File: src/rtl/chroma_offset_regs.sv
module chroma_offset_regs #(
  parameter int ADDR_W  = 4,
  parameter int OFF_W   = 28,
  parameter int CNT_W   = 4,
  parameter int ALIGN_W = 3,
  parameter logic [ADDR_W-1:0] U_ADDR = 'h0,
  parameter logic [ADDR_W-1:0] V_ADDR = 'h4
) (
  input  logic              clk,
  input  logic              rst_n,
  input  logic              bus_wr,
  input  logic [ADDR_W-1:0] bus_addr,
  input  logic [31:0]       bus_wdata,
  output logic [31:0]       bus_rdata,
  input  logic              vsync_in,
  input  logic              frame_start,
  input  logic [CNT_W-1:0]  frame_limit,
  output logic [OFF_W-1:0]  u_active,
  output logic [OFF_W-1:0]  v_active,
  output logic [CNT_W-1:0]  frame_count
);
  localparam int PAD_W = 32 - OFF_W - CNT_W;

  logic [OFF_W-1:0] u_pend, v_pend, wr_off;
  logic [2:0]       vs_sync;
  logic             vs_edge, wr_u, wr_v;

  assign wr_u    = bus_wr && (bus_addr == U_ADDR);
  assign wr_v    = bus_wr && (bus_addr == V_ADDR);
  assign wr_off  = {bus_wdata[OFF_W-1:ALIGN_W], {ALIGN_W{1'b0}}};
  assign vs_edge = vs_sync[1] & ~vs_sync[2];

  always_ff @(posedge clk or negedge rst_n) begin
    if (!rst_n) begin
      vs_sync <= '0;
    end else begin
      vs_sync <= {vs_sync[1:0], vsync_in};
    end
  end

  always_ff @(posedge clk or negedge rst_n) begin
    if (!rst_n) begin
      u_pend <= '0;
      v_pend <= '0;
    end else begin
      if (wr_u) u_pend <= wr_off;
      if (wr_v) v_pend <= wr_off;
    end
  end

  always_ff @(posedge clk or negedge rst_n) begin
    if (!rst_n) begin
      u_active <= '0;
      v_active <= '0;
    end else if (frame_start) begin
      u_active <= u_pend;
      v_active <= v_pend;
    end
  end

  always_ff @(posedge clk or negedge rst_n) begin
    if (!rst_n) begin
      frame_count <= '0;
    end else if (wr_u) begin
      frame_count <= bus_wdata[31 -: CNT_W];
    end else if (vs_edge) begin
      frame_count <= (frame_count >= frame_limit) ? '0 : frame_count + 1'b1;
    end
  end

  always_comb begin
    bus_rdata = '0;
    if (bus_addr == U_ADDR)      bus_rdata = {frame_count, {PAD_W{1'b0}}, u_pend};
    else if (bus_addr == V_ADDR) bus_rdata = {{(CNT_W+PAD_W){1'b0}}, v_pend};
  end
endmodule

File: config.mk
export PLATFORM = sky130hd
export DESIGN_NAME = chroma_offset_regs
export DESIGN_NICKNAME = d
export VERILOG_FILES = /design/src/rtl/chroma_offset_regs.sv
export SDC_FILE = /design/constraint.sdc
export NUM_CORES = 1
export LEC_CHECK = 0
export ABC_AREA = 1
export CAP_MARGIN = 25
export CORE_ASPECT_RATIO = 1.5
export CORE_MARGIN = 2
export CORE_UTILIZATION = 51
export DETAILED_ROUTE_END_ITERATION = 8
export HOLD_SLACK_MARGIN = 0.12
export PLACE_DENSITY_LB_ADDON = 0.3
export SLEW_MARGIN = 15
export SYNTH_ARGS = -nofsm -noshare
export SYNTH_HDL_FRONTEND = slang
export SYNTH_SLANG_ARGS = --single-unit
File: constraint.sdc
create_clock -name clk -period 2.7 [get_ports clk]
set_input_delay 0.54 -clock clk [delete_from_list [all_inputs] [get_ports clk]]
set_output_delay 0.54 -clock clk [all_outputs]
set_load 0.02 [all_outputs]
**Word level (Yosys, flattened, before mapping)**

Index checks and enable logic that the tools add are counted.

- Add/sub/neg operators: 1
- $lt $le $gt $ge: 1
- Equality and inequality tests: 1
- Muxes and demuxes: 5
- Bitwise operators: 2
- Reduce and logical (&&, ||, !) cells: 4

Operators by type and width:

| operator | count |
|---|---|
| $mux 32 | 1 |
| $mux 28 | 1 |
| $mux 4 | 3 |
| $add 4x1->4 const B | 1 |
| $eq 4x3->1 const B | 1 |
| $ge 4x4->1 | 1 |
| $logic_not 4->1 | 1 |
| $logic_and 1x1->1 | 2 |
| $reduce_bool 2->1 | 1 |
| $and 1x1->1 | 1 |
| $not 1->1 | 1 |

- Flip-flop bits (word level): 107
- Bits of input ports: 45
- Output and inout bits: 92
- Word-level logic and storage cells: 20

**Longest topological paths before layout**

Gate-level depths: netlist of run 1.

- Depth after elaboration: 4
- Depth in mapped cells: 10
- Gate-level depth less buffers: 10

**Least setup slack after synthesis of run 1**

No wires, ideal clock.

- Kind: input-to-output
- Start: input port bus_addr[1]
- End: output port bus_rdata[12]
- Arrival time: 1.410 ns
- Data required time: 2.160 ns
- Path slack: 0.750 ns
- Stages: 5
- Path buffers: 2
- Path through: nor2_4 nand2_1 buf_2 buf_6 o22ai_1

- Longest elaborated chain between the ends: 3
- Elaborated cells between the ends (all ways): 4
- Classes of those cells: 1 x eq/ne; 2 x mux; 1 x reduce/logical

RTL lines:

| what | RTL line | text |
|---|---|---|
| from (decl) | 12 | `input logic [ADDR_W-1:0] bus_addr,` |
| $eq 4x3->1 | 74 | `else if (bus_addr == V_ADDR) bus_rdata = {{(CNT_W+PAD_W){1'b0}}, v_pend};` |
| $mux 28 | 74 |  |
| $mux 32 (*) | 73 | `if (bus_addr == U_ADDR) bus_rdata = {frame_count, {PAD_W{1'b0}}, u_pend};` |
| to (decl) | 14 | `output logic [31:0] bus_rdata,` |

Mark *: on every way between the ends. The rest lies on a longest branch, timed or not.

**Worst setup path after layout of run 1**

- Start: input port bus_addr[1]
- End: output port bus_rdata[16]

The elaborated chain is that of the path after synthesis.

==> results of run 1 <==
what timing repair did:
action                                  4_1_cts  5_1_grt
hold endpoints to repair                      0        0
endpoints found under the setup margin       29        0
hold buffers                                  0        0
gates resized for setup                      29        0
metal layers:
layer / track usage / part of all wire
met2: 0.419 / 0.53
met5: 0 / 0
met3: 0.0504 / 0.061
met4: 0.101 / 0.022
met1: 0.299 / 0.39
state kept, by name, indices dropped and copies added, names as in the netlist:
register,count
frame_count,4
vs_sync,3
v_pend,25
u_pend,25
u_active,25
v_active,25
cells in the mapped netlist (all sizes together):
cell type  count
o21ai         50
inv           68
ha             5
conb           1
dfrtp        107
clkbuf         4
nand4          1
a21oi         51
nand3b         1
buf           31
nor2          64
o22ai         25
xnor2          1
clkinv         1
nand3          6
nand2         76
power groups by stage:
stage	Combinational [mW]	Sequential (mW)	Clock, mW
global route	1.55	2.19	1.32
detailed placement	1.42	2.17	0
global placement	1.38	2.16	0
floorplan	0.583	2.35	0
CTS	1.42	2.15	1.25
finish	1.41	2.15	1.24
cell usage in the layout (no fill, tap or decap), types with 4 or more instances in the layout:
master           instances
nand3_1                  5
dfrtp_1                107
buf_12                   4
o21ai_1                 50
a21oi_1                 51
o22ai_1                 25
buf_4                   12
inv_1                   68
clkbuf_16                9
conb_1                   9
nor2_1                  61
nand2_1                 76
ha_1                     5
dlygate4sd2_1           29
clkdlybuf4s50_1         93
through the flow:
step	instances	hold WS, ns	TNS, ns	worst slack, ns	power, mW
final	730	0.123	0	0.0819	4.80
after floorplan	500	0.244	0	0.750	2.93
after global placement	714	0.347	-2.55	-0.148	3.54
after detailed placement	714	0.353	-3.76	-0.217	3.60
after CTS	730	0.126	0	0.0627	4.83
after global routing	730	0.142	0	0.0103	5.06
worst max-delay path: cells and delay by family:
family	cells	cell delay, ns
AOI/OAI and AO/OA	1	0.18
buffers and inverters	3	1.01
and+or+nand+nor	2	0.33
worst min-delay path by stage:
stage,to,cells past startpoint,start
final,v_active[3]$_DFFE_PN0P_,1,rst_n
after global routing,u_active[3]$_DFFE_PN0P_,1,rst_n
after CTS,v_active[3]$_DFFE_PN0P_,1,rst_n
after detailed placement,vs_sync[1]$_DFF_PN0_,0,vs_sync[0]$_DFF_PN0_
after global placement,vs_sync[1]$_DFF_PN0_,0,vs_sync[0]$_DFF_PN0_
after floorplan,frame_count[0]$_DFFE_PN0P_,0,rst_n
logic make-up (layout without fill, tap and decap cells):
family	Yosys count	count (layout)	synth area share
AO/OA/AOI/OAI	126	126	0.146
XOR/XNOR	1	1	0.00193
adder cells (fa/ha/maj)	5	5	0.0138
buffers and inverters	104	224	0.113
flip-flops	107	107	0.590
other	1	9	0.000826
AND/OR/NAND/NOR	148	148	0.135
cell type report:
class	instances	area [µm²]
clock buffers	13	260
multi-input cells	289	1380
clock inverters	3	22.5
well taps	110	138
repair buffers	139	1360
fillers	720	2630
flip-flops and latches	107	2680
inverters	69	260
==> impl_results.md, run 1 <==
- HP Class: input pin to asynchronous set/reset pin
- Post-Route WL: roughly 11 mm
- Max FO, Critical Path: 12
- Gr usage total: 0.246
- Register-to-register setup slack: 1.27 ns
- Setup crit end kind: output pin
- Final Skew: roughly 0.0043 ns
- Final std cell area, no fill: 0.00610 mm²
- ANT nets after route: 0
- Clk pwr share: 0.259
- Grt total ovfl: 0
- Boundary Pins: 137
- Sequential share of the synthesized area: 0.590
- Critical R2R Capture: frame_count[1]$_DFFE_PN0P_
- Vias per cell: 5.16
- Final slew viol count: 0
- CTS Buf Count: 9
- Clock transition at path regs: about 0.07 ns
- Worst R2R Start: frame_count[1]$_DFFE_PN0P_
- I/O Buffers: 124
- RSZ-0062 raised after global routing: no
- Worst path max stage delay: 0.45 ns
- Core area: 0.00872 mm²
- DR iter-0 viols: roughly 290
- Routed len/inst: roughly 15 µm
- Peak supply drop: 0.399 mV
- RePlAce Congestion: 0.829
- Hold Fails Final Rpt: 0
- Final core utilization: 0.699
- Area Growth Syn to Fin: 34.3%
- H-tree depth: 3
- Max Cap Viol: 0
- Placed wire-length estimate: between 7 and 8 mm
- Sw frac: 0.324
- Power per standard cell area: 787 mW/mm²
- Die Ht: about 120 µm
- Post-route DRC: 0
- Yosys reg bits: 107
- F_max: approximately 380 MHz
- Mean Syn Cell Area: 9.23 µm²
- Die area: 0.00969 mm²
- Initial antenna violation count: 0
- Tmin final: 2.62 ns
- First-pass GRT wire length: 18.2 mm
- Initial Utilization: 0.521
- Drt pass-1 iters: 5
- Critical Path Source: bus_addr[1]
- Post-synth cell types: 23
- Largest area contributor in the netlist: dfrtp_1
- CP startpoint kind: input pin
- Int Power: 3.25 mW
- Max clock buf depth: 2
- Critical Path AT: 2.08 ns
- Sequential Power Share: 0.448
- Status: finished, final reports clean
- Ant diodes: 0
- Critical path's slowest cell: clkdlybuf4s50_1
- Clk_lat worst skew: 0.34 ns
- CP endpoint: bus_rdata[16]
- Final period util: 0.970
- Post-Syn Instances: between 400 and 500
- Net Sw Power: 1.55 mW
- Row count: 42
- Syn. warnings: 0
- Cell Area, Synth: between 0.004 and 0.005 mm²
- Crit-path cells: clkdlybuf4s50_1 > nor2_4 > nand3b_4 > buf_12 > o22ai_1 > dlygate4sd2_1
- Vias after detailed routing: roughly 3,800
- Die width: about 81 µm
- Clk root buf: clkbuf_16
- CTS tree: built
- CP Class: input pin to output pin
- Synth top area share: 0.590
- Sink Count: between 100 and 150
- Combinational share of power: 0.294
- Final setup violating endpoints: 0
- Layout cells sized above 1: 0.0597
- Worst Path Required: between 2 and 2.5 ns
- Pin count of the biggest net entering global routing: 101
- Post-CTS setup buffer count: 0
- Largest cells by area after synthesis: dfrtp_1, nand2_1, a21oi_1, inv_1, o21ai_1
- Final #Nets: 665
- Placed cell areas: 0.00585 mm²
- Vias in the first global route: 3,767
- R2R cell count: 8
- Leakage power: 2.91 nW
No activity file was read; power rests on OpenSTA's default activity.
==> inputs of run 2 (changes only) <==
Settings changed: CORE_UTILIZATION 51 to 35, CTS_CLUSTER_SIZE set to 25.
Clock period 2.7 ns to 3 ns, I/O delays scaled along.
==> impl_results.md, run 2 (synthesis gave the netlist of run 1 again) <==
- Status: finished, final reports clean (unchanged)
- Placed wire-length estimate: 7.55 mm (was 7.56 mm)
- Tmin final: roughly 3 ns
- Final #Nets: 660 (was 665)
- Setup crit end kind: output pin (unchanged)
- Gr usage total: 0.161 (was 0.246)
- Pre-CTS setup slack: -0.00294 ns (was -0.217 ns)
- RSZ-0062 raised after global routing: no (unchanged)
- Post-CTS setup buffer count: 0 (unchanged)
- Pin count of the biggest net entering global routing: 101 (unchanged)
- RePlAce Congestion: 0.808 (was 0.829)
- Initial Utilization: 0.354 (was 0.521)
- Layout cells sized above 1: 0.0521 (was 0.0597)
- Number of hold buffers added after CTS: 0 (unchanged)
- CTS Buf Count: 9 (unchanged)
- CP startpoint kind: input pin (unchanged)
- Row count: 51 (was 42)
- Post-Route WL: 10.9 mm (was 11.0 mm)
- Post-route DRC: 0 (unchanged)
- Boundary Pins: 137 (unchanged)
- Max FO, Critical Path: 12 (unchanged)
- Filler cells: 1,205 (was 720)
- Vias in the first global route: 3,605 (was 3,767)
- Max Cap Viol: 0 (unchanged)
- Sink Count: 107 (unchanged)
- Vias after detailed routing: 3,691 (was 3,766)
- Grt total ovfl: 0 (unchanged)
- F_max: ~340 MHz
- Final slew viol count: 0 (unchanged)
- CP Class: input pin to output pin (unchanged)
- Most frequent cells in the layout: dfrtp_1, clkdlybuf4s50_1, nand2_1 (unchanged)
- ANT nets after route: 0 (unchanged)
- Initial antenna violation count: 0 (unchanged)
- Layout Cells excl Fill: 773 (was 730)
- Vias per cell: 4.77 (was 5.16)
- Die area: 0.0139 mm² (was 0.00969 mm²)
- Clk_lat worst skew: 0.34 ns (about the same)
- Die Ht: 143 µm (was 120 µm)
- I/O Buffers: 124 (unchanged)
- Clk root buf: clkbuf_16 (unchanged)
- Final setup violating endpoints: 0 (unchanged)
- Cell count after placement: 758 (was 714)
- Max clock buf depth: 2 (unchanged)
- Peak supply drop: 0.350 mV (was 0.399 mV)
- Power per standard cell area: 706 mW/mm² (was 787 mW/mm²)
- Leakage power: 3.12 nW (was 2.91 nW)
- Ant diodes: 0 (unchanged)
- Area Growth Syn to Fin: 36.9% (was 34.3%)
- Slew margin rel.: 0.379
- Die width: 97 µm (was 81.0 µm)
- CTS tree: built (unchanged)
- Final Skew: 0.00737 ns (was 0.00433 ns)
- Most common cell after layout, fill and taps aside: dfrtp_1 (unchanged)
- Core area: 0.0128 mm² (was 0.00872 mm²)
- H-tree depth: 3 (unchanged)
- Fin worst setup slack: 0.0791 ns (was 0.0819 ns)
- HP Class: input pin to asynchronous set/reset pin (unchanged)
- Worst Path Required: 2.40 ns (was 2.16 ns)
- Critical Path AT: 2.32 ns (was 2.08 ns)
- Hold Fails Final Rpt: 0 (unchanged)
- First-pass GRT wire length: 17.9 mm (was 18.2 mm)
- DR iter-0 viols: 247 (was 287)
- Drt pass-1 iters: 4 (was 5)
- Final period util: 0.974
- Clock transition at path regs: 0.07 ns (about the same)
- Routed len/inst: 14.1 µm (was 15.1 µm)
- Transition time of the tightest slew-check pin: around 0.93 ns
run 2: changes by cell type in the layout (fill, tap and decap cells not counted), sizes merged, moves of 3 or more:
| cell | change |
|---|---|
| buf | -5 |
| clkinv | -3 |
| dlygate4sd2 | -28 |
| dlymetal6s2s | +20 |
| clkdlybuf4s50 | +8 |
run 2: area by class of cell:
type | instances | area (µm²) | area share
Clock inverter | 3 | 46.3 | 0.00745
Multi-Input combinational cell | 289 | 1380 | 0.222
Clock buffer | 12 | 256 | 0.0413
Sequential cell | 107 | 2680 | 0.431
Timing Repair Buffer | 134 | 1400 | 0.225
Tap cell | 159 | 199 | 0.0320
Inverter | 69 | 260 | 0.0419
run 2: report_power, final:
part	switching [mW]	leakage, nW	total (mW)	internal, mW
clock network	0.505	0.145	1.20	0.692
registers	0.168	1.23	1.93	1.76
logic	0.709	1.74	1.27	0.558
total	1.38	3.12	4.39	3.01
run 2: routing by layer:
layer  wire [µm]  up-vias  global-route usage  part of all wire
met3         751       16              0.0491             0.069
li1            -     1783                   -                 -
met2        5440      134               0.265              0.50
met4         244        0              0.0541             0.022
met1        4480     1758               0.201              0.41
met5           0        -                   0                 0
run 2: metrics by stage:
step / cell area, µm² / hold WS [ns] / util / total power, mW / TNS (ns)
final: 6220 / 0.326 / 0.485 / 4.39 / 0
after global routing: 6220 / 0.377 / 0.485 / 4.67 / 0
after global placement: 5870 / 0.335 / 0.457 / 3.19 / 0
after floorplan: 4570 / 0.304 / - / 2.64 / 0
after detailed placement: 5870 / 0.355 / 0.457 / 3.23 / -0.00294
after CTS: 6170 / 0.364 / 0.481 / 4.45 / 0
run 2: path summary, 6_finish.rpt:
path,end,startpoint,slack [ns],cells after the start
max,bus_rdata[10],bus_addr[1],0.08,6
min,v_active[14]$_DFFE_PN0P_,rst_n,0.33,1
max reg2reg,frame_count[1]$_DFFE_PN0P_,frame_count[1]$_DFFE_PN0P_,1.55,8
min reg2reg,vs_sync[2]$_DFF_PN0_,vs_sync[1]$_DFF_PN0_,0.37,0
max in group asynchronous,u_active[7]$_DFFE_PN0P_,rst_n,1.94,2
min in group clk,vs_sync[2]$_DFF_PN0_,vs_sync[1]$_DFF_PN0_,0.37,0
run 2: what timing repair did:
| action | CTS | global route |
|---|---|---|
| endpoints found under the setup margin | 1 | 20 |
| gates cloned | 0 | 0 |
| gates resized for setup | 1 | 20 |
run 2: critical path, stage by stage:
cell and delay (ns):
clkdlybuf4s50_1 0.45, nor2_4 0.17, nand2_1 0.08, buf_4 0.19
o22ai_1 0.19, clkdlybuf4s50_1 0.63
